==> config.mk <==
export PLATFORM = sky130hd
export DESIGN_NAME = i2c_blink_regs
export DESIGN_NICKNAME = d
export VERILOG_FILES = /design/src/rtl/i2cr_pkg.sv /design/src/rtl/i2cr_glitch_filter.sv /design/src/rtl/i2cr_engine.sv /design/src/rtl/i2cr_regs.sv /design/src/rtl/i2c_blink_regs.sv
export SDC_FILE = /design/constraint.sdc
export NUM_CORES = 1
export LEC_CHECK = 0
export BUFFER_PORTS_ARGS = -buffer_cell sky130_fd_sc_hd__buf_4
export CORE_MARGIN = 4
export CORE_UTILIZATION = 54
export CTS_BUF_LIST = sky130_fd_sc_hd__clkbuf_8
export DETAILED_ROUTE_END_ITERATION = 16
export PLACE_DENSITY = 0.77
export SYNTH_ARGS = -nofsm -noshare
export SYNTH_HDL_FRONTEND = slang
export SYNTH_SLANG_ARGS = --single-unit
==> constraint.sdc <==
create_clock -name clk -period 2.7 [get_ports clk]
set_input_delay 0.675 -clock clk [delete_from_list [all_inputs] [get_ports clk]]
set_output_delay 0.675 -clock clk [all_outputs]
set_load 0.02 [all_outputs]
==> src/rtl/i2cr_pkg.sv <==
package i2cr_pkg;

    localparam int REG_COUNT = 6;
    localparam int PTR_W     = 3;
    localparam int AI_BIT    = 4;
    localparam logic [7:0] SEL_RESET = 8'h55;

    typedef enum logic [2:0] {
        ST_IDLE,
        ST_ADDR,
        ST_ACK_ADDR,
        ST_CTRL,
        ST_ACK_WR,
        ST_WDATA,
        ST_RDATA,
        ST_RACK
    } bus_state_t;

    typedef struct packed {
        logic             en;
        logic [PTR_W-1:0] addr;
        logic [7:0]       data;
    } wr_req_t;

    typedef struct packed {
        logic [7:0] presc0;
        logic [7:0] duty0;
        logic [7:0] presc1;
        logic [7:0] duty1;
        logic [7:0] sel;
    } blink_cfg_t;

    function automatic logic vote3(input logic [2:0] v);
        return (v[0] & v[1]) | (v[0] & v[2]) | (v[1] & v[2]);
    endfunction

    function automatic logic [PTR_W-1:0] step_ptr(input logic [PTR_W-1:0] p);
        return (p >= PTR_W'(REG_COUNT - 1)) ? '0 : p + PTR_W'(1);
    endfunction

endpackage

==> src/rtl/i2cr_glitch_filter.sv <==
module i2cr_glitch_filter #(
    parameter int SYNC_STAGES = 2,
    parameter bit IDLE_LEVEL  = 1'b1
) (
    input  logic clk,
    input  logic rst,
    input  logic din,
    output logic dout
);
    import i2cr_pkg::*;

    logic [SYNC_STAGES-1:0] sync_q;
    logic [2:0]             hist_q;
    logic                   out_q;

    always_ff @(posedge clk) begin
        if (rst) begin
            sync_q <= {SYNC_STAGES{IDLE_LEVEL}};
            hist_q <= {3{IDLE_LEVEL}};
            out_q  <= IDLE_LEVEL;
        end else begin
            sync_q <= {sync_q[SYNC_STAGES-2:0], din};
            hist_q <= {hist_q[1:0], sync_q[SYNC_STAGES-1]};
            out_q  <= vote3(hist_q);
        end
    end

    assign dout = out_q;

endmodule

==> src/rtl/i2cr_engine.sv <==
module i2cr_engine #(
    parameter logic [6:0] DEV_ADDR = 7'h62
) (
    input  logic                    clk,
    input  logic                    rst,
    input  logic                    scl_f,
    input  logic                    sda_f,
    input  logic [7:0]              rd_data,
    output logic                    sda_oe,
    output logic [i2cr_pkg::PTR_W-1:0] ptr,
    output i2cr_pkg::wr_req_t       wr
);
    import i2cr_pkg::*;

    bus_state_t state;
    logic       scl_q, sda_q;
    logic [3:0] cnt;
    logic [7:0] shreg;
    logic [7:0] ctrl;
    logic       rw, mack, oe;

    logic start_c, stop_c, rise_c, fall_c, byte_full, ctrl_load;
    assign start_c   = scl_f & scl_q & sda_q & ~sda_f;
    assign stop_c    = scl_f & scl_q & ~sda_q & sda_f;
    assign rise_c    = scl_f & ~scl_q;
    assign fall_c    = ~scl_f & scl_q;
    assign byte_full = (cnt == 4'd8);
    assign ctrl_load = (state == ST_CTRL) && fall_c && byte_full && !start_c && !stop_c;

    always_ff @(posedge clk) begin
        if (rst) begin
            scl_q <= 1'b1;
            sda_q <= 1'b1;
        end else begin
            scl_q <= scl_f;
            sda_q <= sda_f;
        end
    end

    always_ff @(posedge clk) begin
        if (rst) begin
            state <= ST_IDLE;
            cnt   <= '0;
            shreg <= '0;
            ctrl  <= '0;
            rw    <= 1'b0;
            mack  <= 1'b0;
            oe    <= 1'b0;
            wr    <= '0;
        end else begin
            wr.en <= 1'b0;
            if (start_c) begin
                state <= ST_ADDR;
                cnt   <= '0;
                oe    <= 1'b0;
            end else if (stop_c) begin
                state <= ST_IDLE;
                oe    <= 1'b0;
            end else begin
                case (state)
                    ST_ADDR, ST_CTRL, ST_WDATA: begin
                        if (rise_c && !byte_full) begin
                            shreg <= {shreg[6:0], sda_f};
                            cnt   <= cnt + 4'd1;
                        end else if (fall_c && byte_full) begin
                            if (state == ST_ADDR) begin
                                if (shreg[7:1] == DEV_ADDR) begin
                                    rw    <= shreg[0];
                                    oe    <= 1'b1;
                                    state <= ST_ACK_ADDR;
                                end else begin
                                    state <= ST_IDLE;
                                end
                            end else if (state == ST_CTRL) begin
                                ctrl  <= shreg;
                                oe    <= 1'b1;
                                state <= ST_ACK_WR;
                            end else begin
                                wr.en   <= 1'b1;
                                wr.addr <= ctrl[PTR_W-1:0];
                                wr.data <= shreg;
                                if (ctrl[AI_BIT])
                                    ctrl[PTR_W-1:0] <= step_ptr(ctrl[PTR_W-1:0]);
                                oe    <= 1'b1;
                                state <= ST_ACK_WR;
                            end
                        end
                    end
                    ST_ACK_ADDR: if (fall_c) begin
                        cnt <= '0;
                        if (rw) begin
                            shreg <= rd_data;
                            oe    <= ~rd_data[7];
                            state <= ST_RDATA;
                            if (ctrl[AI_BIT])
                                ctrl[PTR_W-1:0] <= step_ptr(ctrl[PTR_W-1:0]);
                        end else begin
                            oe    <= 1'b0;
                            state <= ST_CTRL;
                        end
                    end
                    ST_ACK_WR: if (fall_c) begin
                        oe    <= 1'b0;
                        cnt   <= '0;
                        state <= ST_WDATA;
                    end
                    ST_RDATA: if (fall_c) begin
                        if (cnt == 4'd7) begin
                            oe    <= 1'b0;
                            state <= ST_RACK;
                        end else begin
                            cnt   <= cnt + 4'd1;
                            oe    <= ~shreg[6];
                            shreg <= {shreg[6:0], 1'b0};
                        end
                    end
                    ST_RACK: begin
                        if (rise_c) begin
                            mack <= ~sda_f;
                        end else if (fall_c) begin
                            if (mack) begin
                                shreg <= rd_data;
                                oe    <= ~rd_data[7];
                                cnt   <= '0;
                                state <= ST_RDATA;
                                if (ctrl[AI_BIT])
                                    ctrl[PTR_W-1:0] <= step_ptr(ctrl[PTR_W-1:0]);
                            end else begin
                                state <= ST_IDLE;
                            end
                        end
                    end
                    default: ;
                endcase
            end
        end
    end

    assign sda_oe = oe;
    assign ptr    = ctrl[PTR_W-1:0];

    // the slave begins pulling SDA low only in the SCL low phase
    assert_oe_rise_scl_low_R10: assert property (@(posedge clk) disable iff (rst)
        $rose(sda_oe) |-> !scl_f);

    // register writes are issued only while SCL is low
    assert_write_scl_low_R4: assert property (@(posedge clk) disable iff (rst)
        wr.en |-> !scl_f);

    // a STOP leaves SDA released
    assert_stop_release_R1: assert property (@(posedge clk) disable iff (rst)
        $past(stop_c) |-> !sda_oe);

    // control bits outside the pointer change only on a control byte
    assert_ctrl_keep_R5: assert property (@(posedge clk) disable iff (rst)
        !ctrl_load |=> $stable({ctrl[7:5], ctrl[3]}));

endmodule

==> src/rtl/i2cr_regs.sv <==
module i2cr_regs #(
    parameter int PIN_COUNT = 4
) (
    input  logic                       clk,
    input  logic                       rst,
    input  i2cr_pkg::wr_req_t          wr,
    input  logic [i2cr_pkg::PTR_W-1:0] rd_ptr,
    input  logic [PIN_COUNT-1:0]       pins,
    output logic [7:0]                 rd_data,
    output i2cr_pkg::blink_cfg_t       cfg
);
    import i2cr_pkg::*;

    localparam int PAD_W = 8 - PIN_COUNT;

    always_ff @(posedge clk) begin
        if (rst) begin
            cfg        <= '0;
            cfg.sel    <= SEL_RESET;
        end else if (wr.en) begin
            case (wr.addr)
                3'd1: cfg.presc0 <= wr.data;
                3'd2: cfg.duty0  <= wr.data;
                3'd3: cfg.presc1 <= wr.data;
                3'd4: cfg.duty1  <= wr.data;
                3'd5: cfg.sel    <= wr.data;
                default: ;
            endcase
        end
    end

    always_comb begin
        case (rd_ptr)
            3'd0:    rd_data = {{PAD_W{1'b0}}, pins};
            3'd1:    rd_data = cfg.presc0;
            3'd2:    rd_data = cfg.duty0;
            3'd3:    rd_data = cfg.presc1;
            3'd4:    rd_data = cfg.duty1;
            3'd5:    rd_data = cfg.sel;
            default: rd_data = 8'h00;
        endcase
    end

    // writes to the pin register or unused slots leave the file as is
    assert_ro_slots_R7: assert property (@(posedge clk) disable iff (rst)
        (wr.en && (wr.addr == 3'd0 || wr.addr > 3'd5)) |=> $stable(cfg));

    // first cycle after reset shows the reset contents
    assert_reset_vals_R9: assert property (@(posedge clk) disable iff (rst)
        $past(rst) |-> (cfg.sel == SEL_RESET && cfg.presc0 == 8'h00 &&
                        cfg.duty0 == 8'h00 && cfg.presc1 == 8'h00 && cfg.duty1 == 8'h00));

endmodule

==> src/rtl/i2c_blink_regs.sv <==
module i2c_blink_regs #(
    parameter logic [6:0] DEV_ADDR    = 7'h62,
    parameter int         PIN_COUNT   = 4,
    parameter int         SYNC_STAGES = 2
) (
    input  logic                 clk,
    input  logic                 rst,
    input  logic                 scl_i,
    input  logic                 sda_i,
    input  logic [PIN_COUNT-1:0] pin_lvl,
    output logic                 sda_oe,
    output logic [7:0]           presc0,
    output logic [7:0]           duty0,
    output logic [7:0]           presc1,
    output logic [7:0]           duty1,
    output logic [7:0]           led_sel
);
    import i2cr_pkg::*;

    logic [1:0] raw_lines, clean_lines;
    assign raw_lines = {scl_i, sda_i};

    for (genvar g = 0; g < 2; g++) begin : g_line_filt
        i2cr_glitch_filter #(
            .SYNC_STAGES(SYNC_STAGES),
            .IDLE_LEVEL (1'b1)
        ) u_filt (
            .clk (clk),
            .rst (rst),
            .din (raw_lines[g]),
            .dout(clean_lines[g])
        );
    end

    logic [PTR_W-1:0] ptr;
    logic [7:0]       rd_data;
    wr_req_t          wr;
    blink_cfg_t       cfg;

    i2cr_engine #(.DEV_ADDR(DEV_ADDR)) u_engine (
        .clk    (clk),
        .rst    (rst),
        .scl_f  (clean_lines[1]),
        .sda_f  (clean_lines[0]),
        .rd_data(rd_data),
        .sda_oe (sda_oe),
        .ptr    (ptr),
        .wr     (wr)
    );

    i2cr_regs #(.PIN_COUNT(PIN_COUNT)) u_regs (
        .clk    (clk),
        .rst    (rst),
        .wr     (wr),
        .rd_ptr (ptr),
        .pins   (pin_lvl),
        .rd_data(rd_data),
        .cfg    (cfg)
    );

    assign presc0  = cfg.presc0;
    assign duty0   = cfg.duty0;
    assign presc1  = cfg.presc1;
    assign duty1   = cfg.duty1;
    assign led_sel = cfg.sel;

endmodule

==> qor.txt <==
most instantiated cells after synthesis - dfxtp_1 (88), nand2_1 (82), a21oi_1 (52), nor2_1 (37)
cells after synthesis - 490
Post-synth top flop - dfxtp_1
die area - 9090 um2
Arrival @ worst endpoint - 2370 ps
Hold Path Origin - g_line_filt[1].u_filt.sync_q[0]
register area - 1760 um2
VDD IR-drop max - 0.345 mV
wire per inst - 17.0 um
cell area after layout - 4710 um2
Routed Wire Length - 10,700 um
first-pass GRT wire length - 17,600 um
vias in the first global route - 3,425
Vias - 3,839
buffer depth of the longest clock path - 2
num ports - 49
HP Class - register to register
site row count - 31
pin count of the biggest net entering global routing - 64
worst flop-to-flop path startpoint - u_engine.state[0]
input/output buffers - 48
Post-Place Setup Slack - 593 ps
area share of the largest cell type after synthesis - 0.428
synth warn - 0
area of the multi-input gates - 2190 um2
Via density - 6.11
GR peak layer - met2
die height - 95.4 um
P per Cell Area - 473 nW/um2
Post-CTS Resized - 0
Worst setup EP type - register
Slew Limit Fails - 0
Post-Syn Nets - 505
Crit Path Max Fanout - 21
Placed Area - 4520 um2
Placer Congestion - 0.879
Worst Skew - 15.9 ps
setup ws final - 549 ps
CTS Hold Bufs - 0
CTS buffer count - 9
TNS Setup - 0 ps
CP required - 2920 ps
gr ovfl total - 0
min cycle time layout - 2150 ps
Final Hold Violating Endpoints - 0
Worst Tran Pin Value - 658 ps
Max Cap Violations - 0
Post-DRT Antenna Nets - 0
Fill cells - 601
CTS tree - done
unrepaired setup endpoints after global routing - false
antenna violations before repair - 0
Pleak - 1.64 nW
cell taking the most area after synthesis - dfxtp_1
CP Launch Point - u_engine.state[0]
top post-synthesis cells by area - dfxtp_1 (43%), nand2_1 (7.5%), a21oi_1 (6.3%)
gr usage total - 0.249
CORE AREA - 7330 um2
Max-slew headroom - 0.561
grt met2 use - 0.377
Synth Cell Area - 4120 um2
CP Class - register to register
hpwl dp - 7570 um
GR Util met3 - 0.0363
Fmax - 465 MHz
Area Overhead vs Synth - 14.3%
Layout Nets - 539
Seq/Total Area, Yosys - 0.428
initial core utilization - 0.562
Synth async-reset ratio - 0
most frequent cell after synthesis - dfxtp_1
clock sink count - 88
GRT met1 Usage - 0.360
CTS root buffer - clkbuf_8
status - complete, no violations
Mean Syn Cell Area - 8.41 um2
Setup Buffers After CTS - 0
endpoints failing setup - 0
DRC violations left - 0
share of layout cells above drive strength 1 - 0.178
EDFF count, synth - 0
Yosys reg bits - 88
Pre-antenna DRT Iters - 5
CP Launch Type - register
r2r setup slk - 550 ps
Clk Latency, worst-skew pair - 360 ps
Reg clk slew, reported paths - 90 ps
Horiz. Die Dim - 95.4 um
n_diodes - 0
Hold WS - 419 ps
H-tree Lvls - 3
fin crit share - 0.796
DRT iter0 DRCs - 337
Netlist cell types - 61
-- layer usage --
layer	vias to the layer above	share of wire
li1	1825	-
met1	1863	0.46
met2	139	0.46
met3	12	0.065
met4	0	0.013
met5	-	0
-- layout make-up --
cell class                 instances  share of cell area
clock buffer                      11              0.0321
clock inverter                     5             0.00823
inverter                          11             0.00876
multi-input combinational        360               0.465
sequential                        88               0.374
tap                               99              0.0263
timing repair buffer              54              0.0861
-- stage by stage --
step           cells  utilization  total power, W
6_report         628        0.643         0.00223
5_1_grt          628        0.643         0.00231
4_1_cts          628        0.643         0.00224
3_5_place_dp     612        0.617         0.00138
3_3_place_gp     612        0.617         0.00138
2_1_floorplan    490            -         0.00136
-- kinds of logic after synthesis --
group / Yosys count / synth area share
and+or+nand+nor: 194 / 0.229
AOI/OAI and AO/OA: 128 / 0.205
DFF: 88 / 0.428
buffers and inverters: 42 / 0.0413
muxes: 28 / 0.0695
adders and majority gates: 8 / 0.0237
xor gates and xnor gates: 2 / 0.00425
-- power breakdown --
group / internal (W) / total [W] / switching, W
logic: 0.0000160 / 0.0000436 / 0.0000276
registers: 0.00130 / 0.00130 / 0.00000151
clock network: 0.000392 / 0.000883 / 0.000492
total: 0.00171 / 0.00223 / 0.000521
-- placed cells by master (no fill, tap or decap), types with 7 or more instances in the layout --
cell type   n
a21oi_1    52
nor2_1     37
nand3_1    16
dfxtp_1    88
or2_2      14
buf_4      54
nand2b_1    9
nand2_1    82
inv_1      11
mux2i_1    23
ha_1        7
o21ai_0    16
clkbuf_8   11
-- registers in the layout, indices dropped and copies added, names as in the netlist --
register / flops
u_regs.cfg: 40
u_engine.wr: 12
u_engine.shreg: 8
g_line_filt.u_filt.hist_q: 6
g_line_filt.u_filt.sync_q: 4
u_engine.cnt: 4
u_engine.ctrl: 4
u_engine.state: 3
g_line_filt.u_filt.dout: 2
u_engine.mack: 1
u_engine.rw: 1
u_engine.scl_q: 1
u_engine.sda_oe: 1
u_engine.sda_q: 1
-- critical path, cell delays in order, from the launching register on --
cell      delay, ps
dfxtp_1         750
nor2_1          190
or4b_1          590
nor2_1          340
a311oi_1        140
-- final timing paths --
path                                     endpoint  depth (start not counted)
hold / removal    g_line_filt[1].u_filt.sync_q[1]                          1
hold reg to reg   g_line_filt[1].u_filt.sync_q[1]                          1
setup / recovery                u_engine.shreg[7]                          4
setup reg to reg                u_engine.shreg[7]                          4
Power figures use the tool's default switching activity.
